File: src/rtl/cfgchan_pkg.sv
package cfgchan_pkg;

  localparam int REG_W  = 32;
  localparam int ADDR_W = 12;

  localparam logic [ADDR_W-1:0] OFS_RTN  = 12'h0A0;
  localparam logic [ADDR_W-1:0] OFS_OUT  = 12'h0A4;
  localparam logic [ADDR_W-1:0] OFS_CTRL = 12'h0A8;
  localparam logic [ADDR_W-1:0] OFS_STAT = 12'h0AC;

  localparam int DEV_LSB = 0;
  localparam int DEV_W   = 12;
  localparam int FN_LSB  = 20;
  localparam int FN_W    = 6;
  localparam int DIR_BIT = 30;
  localparam int GO_BIT  = 31;

  localparam logic [REG_W-1:0] CTRL_KEEP  = 32'h43F0_0FFF;
  localparam logic [REG_W-1:0] CTRL_RESET = 32'h0010_0000;
  localparam logic [FN_W-1:0]  FN_OSC     = 6'd1;

  typedef struct packed {
    logic ldCtrl;
    logic ldOut;
    logic ldRtn;
    logic ldOsc;
    logic setStat;
    logic statErr;
  } strobe_t;

endpackage

File: src/rtl/cfgchan_ctrl.sv
module cfgchan_ctrl
  import cfgchan_pkg::*;
#(
  parameter int NUM_OSC = 4,
  parameter int SEL_W   = 2
) (
  input  logic              clk,
  input  logic              rstN,
  input  logic              busWrEn,
  input  logic [ADDR_W-1:0] busAddr,
  input  logic              busGoBit,
  input  logic [DEV_W-1:0]  ctrlDev,
  input  logic [FN_W-1:0]   ctrlFn,
  input  logic              ctrlDir,
  output strobe_t           stb,
  output logic [SEL_W-1:0]  oscSel
);

  localparam logic [DEV_W-1:0] OSC_LIMIT = DEV_W'(NUM_OSC);

  logic goQ;
  logic ctrlHit;
  logic targetOk;

  assign ctrlHit  = busWrEn && (busAddr == OFS_CTRL);
  assign targetOk = (ctrlFn == FN_OSC) && (ctrlDev < OSC_LIMIT);
  assign oscSel   = ctrlDev[SEL_W-1:0];

  // transfer runs one cycle after the accepting edge, on the stored fields
  always_ff @(posedge clk or negedge rstN) begin
    if (!rstN) goQ <= 1'b0;
    else       goQ <= ctrlHit && busGoBit;
  end

  always_comb begin
    stb         = '0;
    stb.ldCtrl  = ctrlHit;
    stb.ldOut   = busWrEn && (busAddr == OFS_OUT);
    stb.ldOsc   = goQ && targetOk && ctrlDir;
    stb.ldRtn   = goQ && targetOk && !ctrlDir;
    stb.setStat = goQ && !ctrlHit;
    stb.statErr = !targetOk;
  end

endmodule

File: src/rtl/cfgchan_datapath.sv
module cfgchan_datapath
  import cfgchan_pkg::*;
#(
  parameter int                       NUM_OSC  = 4,
  parameter int                       SEL_W    = 2,
  parameter logic [NUM_OSC*REG_W-1:0] OSC_INIT = '0
) (
  input  logic              clk,
  input  logic              rstN,
  input  strobe_t           stb,
  input  logic [SEL_W-1:0]  oscSel,
  input  logic [ADDR_W-1:0] busAddr,
  input  logic [REG_W-1:0]  busWrData,
  output logic [REG_W-1:0]  busRdData,
  output logic [REG_W-1:0]  ctrlQ,
  output logic [1:0]        statQ,
  output logic [REG_W-1:0]  rtnQ,
  output logic [DEV_W-1:0]  ctrlDev,
  output logic [FN_W-1:0]   ctrlFn,
  output logic              ctrlDir
);

  logic [REG_W-1:0] outQ;
  logic [REG_W-1:0] oscQ [NUM_OSC];
  logic [REG_W-1:0] oscRd;

  assign ctrlDev = ctrlQ[DEV_LSB +: DEV_W];
  assign ctrlFn  = ctrlQ[FN_LSB +: FN_W];
  assign ctrlDir = ctrlQ[DIR_BIT];

  always_ff @(posedge clk or negedge rstN) begin
    if (!rstN) begin
      ctrlQ <= CTRL_RESET;
      outQ  <= '0;
      rtnQ  <= '0;
      statQ <= 2'b00;
    end else begin
      if (stb.ldCtrl) ctrlQ <= busWrData & CTRL_KEEP;
      if (stb.ldOut)  outQ  <= busWrData;
      if (stb.ldRtn)  rtnQ  <= oscRd;
      if (stb.ldCtrl)       statQ <= 2'b00;
      else if (stb.setStat) statQ <= {stb.statErr, 1'b1};
    end
  end

  for (genvar g = 0; g < NUM_OSC; g++) begin : g_osc
    always_ff @(posedge clk or negedge rstN) begin
      if (!rstN)
        oscQ[g] <= OSC_INIT[g*REG_W +: REG_W];
      else if (stb.ldOsc && (oscSel == SEL_W'(g)))
        oscQ[g] <= outQ;
    end
  end

  always_comb begin
    oscRd = '0;
    for (int i = 0; i < NUM_OSC; i++)
      if (oscSel == SEL_W'(i)) oscRd = oscQ[i];
  end

  always_comb begin
    unique case (busAddr)
      OFS_RTN:  busRdData = rtnQ;
      OFS_OUT:  busRdData = outQ;
      OFS_CTRL: busRdData = ctrlQ;
      OFS_STAT: busRdData = {{(REG_W-2){1'b0}}, statQ};
      default:  busRdData = '0;
    endcase
  end

endmodule

File: src/rtl/cfgchan_xact.sv
module cfgchan_xact
  import cfgchan_pkg::*;
#(
  parameter int                       NUM_OSC  = 4,
  parameter logic [NUM_OSC*REG_W-1:0] OSC_INIT = '0
) (
  input  logic        clk,
  input  logic        rstN,
  input  logic        busWrEn,
  input  logic [11:0] busAddr,
  input  logic [31:0] busWrData,
  output logic [31:0] busRdData
);

  localparam int SEL_W = (NUM_OSC > 1) ? $clog2(NUM_OSC) : 1;

  strobe_t          stb;
  logic [SEL_W-1:0] oscSel;
  logic [REG_W-1:0] ctrlQ;
  logic [1:0]       statQ;
  logic [REG_W-1:0] rtnQ;
  logic [DEV_W-1:0] ctrlDev;
  logic [FN_W-1:0]  ctrlFn;
  logic             ctrlDir;

  cfgchan_ctrl #(.NUM_OSC(NUM_OSC), .SEL_W(SEL_W)) u_ctrl (
    .clk(clk), .rstN(rstN), .busWrEn(busWrEn), .busAddr(busAddr),
    .busGoBit(busWrData[GO_BIT]), .ctrlDev(ctrlDev), .ctrlFn(ctrlFn),
    .ctrlDir(ctrlDir), .stb(stb), .oscSel(oscSel)
  );

  cfgchan_datapath #(.NUM_OSC(NUM_OSC), .SEL_W(SEL_W), .OSC_INIT(OSC_INIT)) u_dp (
    .clk(clk), .rstN(rstN), .stb(stb), .oscSel(oscSel), .busAddr(busAddr),
    .busWrData(busWrData), .busRdData(busRdData), .ctrlQ(ctrlQ),
    .statQ(statQ), .rtnQ(rtnQ), .ctrlDev(ctrlDev), .ctrlFn(ctrlFn),
    .ctrlDir(ctrlDir)
  );

endmodule

File: config.mk
export PLATFORM = sky130hd
export DESIGN_NAME = cfgchan_xact
export DESIGN_NICKNAME = d
export VERILOG_FILES = /design/src/rtl/cfgchan_pkg.sv /design/src/rtl/cfgchan_ctrl.sv /design/src/rtl/cfgchan_datapath.sv /design/src/rtl/cfgchan_xact.sv
export SDC_FILE = /design/constraint.sdc
export NUM_CORES = 1
export LEC_CHECK = 0
export ABC_AREA = 1
export ABC_CLOCK_PERIOD_IN_PS = 2650
export BUFFER_PORTS_ARGS = -buffer_cell sky130_fd_sc_hd__buf_4
export CAP_MARGIN = 15
export CELL_PAD_IN_SITES_DETAIL_PLACEMENT = 1
export CELL_PAD_IN_SITES_GLOBAL_PLACEMENT = 1
export CORE_MARGIN = 2
export CORE_UTILIZATION = 25
export DETAILED_ROUTE_END_ITERATION = 8
export GPL_TIMING_DRIVEN = 0
export PLACE_DENSITY = 0.6
export RECOVER_POWER = 25
export SYNTH_ARGS = -nofsm -noshare
export SYNTH_HDL_FRONTEND = slang
export SYNTH_SLANG_ARGS = --single-unit
File: constraint.sdc
create_clock -name clk -period 2.65 [get_ports clk]
set_input_delay 0.53 -clock clk [delete_from_list [all_inputs] [get_ports clk]]
set_output_delay 0.53 -clock clk [all_outputs]
set_load 0.005 [all_outputs]
; ---- Word level (Yosys, flattened, before mapping)
; Cells that the tools add are included.
[totals]
mem_bits_ro = 0
in_bits = 47
ram_bits = 0
mem_count = 0
out_inout_bits = 32
latchBits = 0
reg_bits = 214
wordCells = 42
[classes]
n_mux = 7
order_cmp = 1
div_mod_pow = 0
reduce_logical = 17
bitwise = 0
n_addsub = 0
shift = 0
eq_ne = 8
multipliers = 0
[op_table]
columns = op, n
row1 = $mux W32, 4
row2 = $pmux W32 S4, 1
row3 = $eq A12 B8 Y1 const B, 4
row4 = $logic_and A1 B1 Y1, 12
row5 = $lt A12 B3 Y1 const B, 1
row6 = $eq A6 B1 Y1 const B, 1
row7 = $eq A2 B2 Y1 const B, 2
row8 = $mux W2, 2
row9 = $logic_not A1 Y1, 3
row10 = $eq A2 B1 Y1 const B, 1
row11 = $logic_not A2 Y1, 1
row12 = $reduce_bool A2 Y1, 1

; ---- Depth between registers and ports, before layout
[logic_depth]
depth_word = 6
mapped_depth = 11

; ---- Cells and area by module
; A second synthesis with hierarchy kept.
[unflattened]
hier_cells = 1148
hier_area_um2 = 9635.5
[by_module_without_submodules]
columns = mod, area_each_um2, instances, cells_per_inst
row1 = cfgchan_datapath, 9356.5, 1, 1093
row2 = cfgchan_ctrl, 279.0, 1, 55

; ---- Least setup slack after synthesis
; No wires, ideal clock.
[synth_timing]
path_kind = input to output
from = input busAddr[9]
to = output busRdData[11]
stages = 9
t_required_ns = 2.120
arrival_time_ns = 1.508
path_buffers = 2
slack_ns = 0.612
path_cell_list = nor2_1 > nand2_1 > nor2_4 > buf_2 > buf_2 > nand4_1 > nand3_1 > nand2_1 > inv_1
[synth_via]
elab_chain_cells = 2
elab_cells_between_ends = 5
cone_classes = eq/ne (4) / mux (1)
[synth_rtl]
columns = element, line_no
row1 = "start, declared", cfgchan_xact.sv:10  ; input logic [11:0] busAddr,
row2 = $eq A12 B8 Y1, cfgchan_datapath.sv:62  ; unique case (busAddr)
row3 = $pmux W32 S4 (*), cfgchan_datapath.sv:62
row4 = "end, declared", cfgchan_xact.sv:12  ; output logic [31:0] busRdData
; Every way passes the cells marked *; elsewhere a longest branch is shown, timed or not.

; ---- Worst setup path in the final report
[layout_timing]
from = input busAddr[2]
to = output busRdData[6]
; The elaborated chain is that of the path after synthesis.

==> results by group <==
Run status
  – Outcome: completed

Detailed routing
  – ANT nets after route: 0
  – Via count: 9455
  – Via density: 4.95
  – Mean routed wirelength per cell: about 20 µm
  – Drt first-iter violations: 594
  – Drc violations: 0
  – Drt total wl: 38300 µm
  – First drt pass iteration count: 5

Die
  – Initial core utilization: 25.3%
  – Die ar.: 41700 µm²
  – Core footprint: approximately 40000 µm²
  – Ports: 79
  – Site Rows: 73
  – Die Y: 204 µm
  – Die X-Extent: 204 µm

Synthesis
  – Area leader, netlist: dfrtp_1
  – Post-synth design cell area: 10000 µm²
  – Synth unique cells: 24
  – Post-synthesis sequential area ratio: 53.5%
  – Synthesized area per cell: between 7 and 8 µm²
  – Synth area leaders: dfrtp_1 (53%), nand2_1 (20%), nand4_1 (9.7%), nand3_1 (3.5%), o21ai_0 (3.2%)
  – Syn_nets: roughly 1300
  – Flop and latch count out of synthesis: 214
  – Synth top area share: between 50 and 60%
  – Post-synthesis cell count: 1259
  – Yosys warns: 0

Critical path
  – Worst EP required: ~2100 ps
  – CP max stage delay: roughly 250 ps
  – CP Cell Sequence: buf_4 > inv_1 > buf_2 > nor3_2 > nand2_1 > nand3_4 > buf_6 > nand2_1 > inv_1 > buf_4
  – Critical Path Source Type: primary input
  – CP Capture Type: primary output
  – Critical path fanouts, max: 10
  – CP Data Arrival Time: 2010 ps
  – Slowest library cell on the worst path: nor3_2
  – Kind of critical path: in2out

Global routing
  – First-pass GRT wire length: 59500 µm
  – Vias in the first global route: approximately 9700
  – Met1 Usage GRT: between 20% and 30%
  – Most crowded layer after global routing: met2
  – Total GRT Usage: 18.7%
  – Grt met2 use: 31.4%
  – Initial antenna violation count: 0
  – Pin count of the biggest net entering global routing: 88
  – Residual overflow from global routing: 0
  – Met3 Usage GRT: between 1.5 and 2%

Power and ir drop
  – Max IR drop VDD: 0.000452 V
  – Pwr Total: between 6 and 7 mW
  – Pwr/cell area: 563 nW/µm²
  – Leak: 6.26 nW

CTS
  – CTS tree: yes
  – Num Clock Sinks: roughly 210
  – Root Buffer: clkbuf_16
  – Worst skew pair latency: 530 ps
  – Clk slew on worst S/H paths: ~50 ps
  – CTS Buf Count: 25
  – CTS max path bufs: 3
  – Htree depth: 1
  – Setup bufs post-CTS: 0

Cells and area
  – Most frequent cells in the layout: nand2_1 (521), dfrtp_1 (213), nand4_1 (155), buf_4 (80), nand3_1 (70)
  – Commonest non-fill, non-tap cell in the layout: nand2_1
  – Final non-filler cell area: 12200 µm²
  – Nets: 1413
  – Fraction of layout cells with a size suffix above 1: between 10% and 20%
  – Area grow syn2layout: 21.7%
  – Diodes inserted: 0

Placement
  – Placed Area: 11300 µm²
  – Buffers on Ports: 78
  – GPL Wtd Cong: around 0.8
  – Final HPWL DP: 27200 µm

STA
  – Worst hold margin: 237 ps
  – RSZ-0062 raised after global routing: false
  – Fin Clk Skew: 14.4 ps
  – Final worst-path cycle share: between 90% and 100%
  – Slew Viols, Final: 0
  – Slew @ Worst Pin: 864 ps
  – Worst relative slew slack: a little over two fifths
  – Hold Violations, Final: 0
  – Final worst path period need: 2540 ps
  – Final setup fails: 0
  – Fmax: roughly 390 MHz

Min path
  – Worst Hold Class: in2reg

Run
  – MaxCap Viol Count: 0
-- synth_stat cells --
cell and count:
a21oi_1 32, a22o_1 5, buf_1 5, buf_2 35, buf_4 3, clkbuf_1 57
dfrtp_1 213, dfstp_2 1, inv_1 53, inv_2 1, nand2_1 522, nand2_2 2
nand3_1 71, nand3_2 1, nand4_1 155, nor2_1 21, nor2_2 1, nor2_4 2
nor3_1 2, nor3_2 1, nor3b_1 1, o211ai_1 4, o21ai_0 65, o21ai_1 6
-- logic make-up after synthesis --
logic type	after synthesis	synth area share (%)
DFF	214	53.5
AOI/OAI and AO/OA	112	5.88
and+or+nand+nor	779	34.3
buffers and inverters	154	6.32
-- routing by layer --
| layer | vias up | share of wire (%) |
|---|---|---|
| li1 | 4402 | - |
| met1 | 4790 | 45 |
| met2 | 209 | 48 |
| met3 | 54 | 4.2 |
| met4 | 0 | 3.1 |
| met5 | - | 0 |
-- critical path, delay by kind of cell --
kind / cells / cell delay (ps)
buf+inv: 6 / 740
simple gates: 4 / 730
-- sequential cells by signal, summed over array words and instances (netlist names) --
name        flops
u_dp.oscQ     128
u_dp.outQ      32
u_dp.rtnQ      32
u_dp.ctrlQ     19
u_dp.statQ      2
u_ctrl.goQ      1
-- path summary, 6_finish.rpt --
path,startpoint,endpoint,slack (ps),cells after the start
worst min register to register,u_dp.oscQ[87],u_dp.oscQ[87],470,2
max in group asynchronous,rstN,u_dp.oscQ[101],950,4
min in group asynchronous,rstN,u_dp.outQ[16],530,2
worst max-delay path,busAddr[2],busRdData[6],110,10
worst min-delay path,busWrData[27],u_dp.outQ[27],240,3
worst max register to register,u_dp.ctrlQ[10],u_dp.oscQ[17],500,9
-- area by class of cell --
| class | count | area (µm²) |
|---|---|---|
| Buffer | 99 | 473 |
| Clock buffer | 43 | 783 |
| Clock inverter | 2 | 13.8 |
| Fill cell | 4790 | 27400 |
| Inverter | 54 | 205 |
| Multi-Input combinational cell | 891 | 4050 |
| Sequential cell | 214 | 5360 |
| Tap cell | 525 | 657 |
| Timing Repair Buffer | 81 | 658 |
-- report_power, final --
| group | leakage (nW) | internal, mW | switching [mW] |
|---|---|---|---|
| Sequential | 2.98 | 3.27 | 0.00625 |
| Combinational | 2.89 | 0.0644 | 0.133 |
| Clock | 0.392 | 1.99 | 1.41 |
| Total | 6.26 | 5.33 | 1.55 |
-- what timing repair did --
item / CTS / global route
gates resized for setup: 11 / 20
gates cloned: 0 / 0
hold buffers: 1 / 0
hold endpoints to repair: 65 / 0
setup endpoints to repair: 26 / 26
-- stage by stage --
stage / utilization (%) / setup slack, ps / TNS [ps] / cells
after floorplan: - / 612 / 0 / 1259
after global placement: 28.4 / -754 / -162820 / 1862
after detailed placement: 28.6 / -503 / -8280 / 1864
after CTS: 30.7 / 8.67 / 0 / 1910
after global routing: 30.8 / 5.88 / 0 / 1909
final: 30.8 / 113 / 0 / 1909
Note: power is estimated with default switching activity, not from simulation.
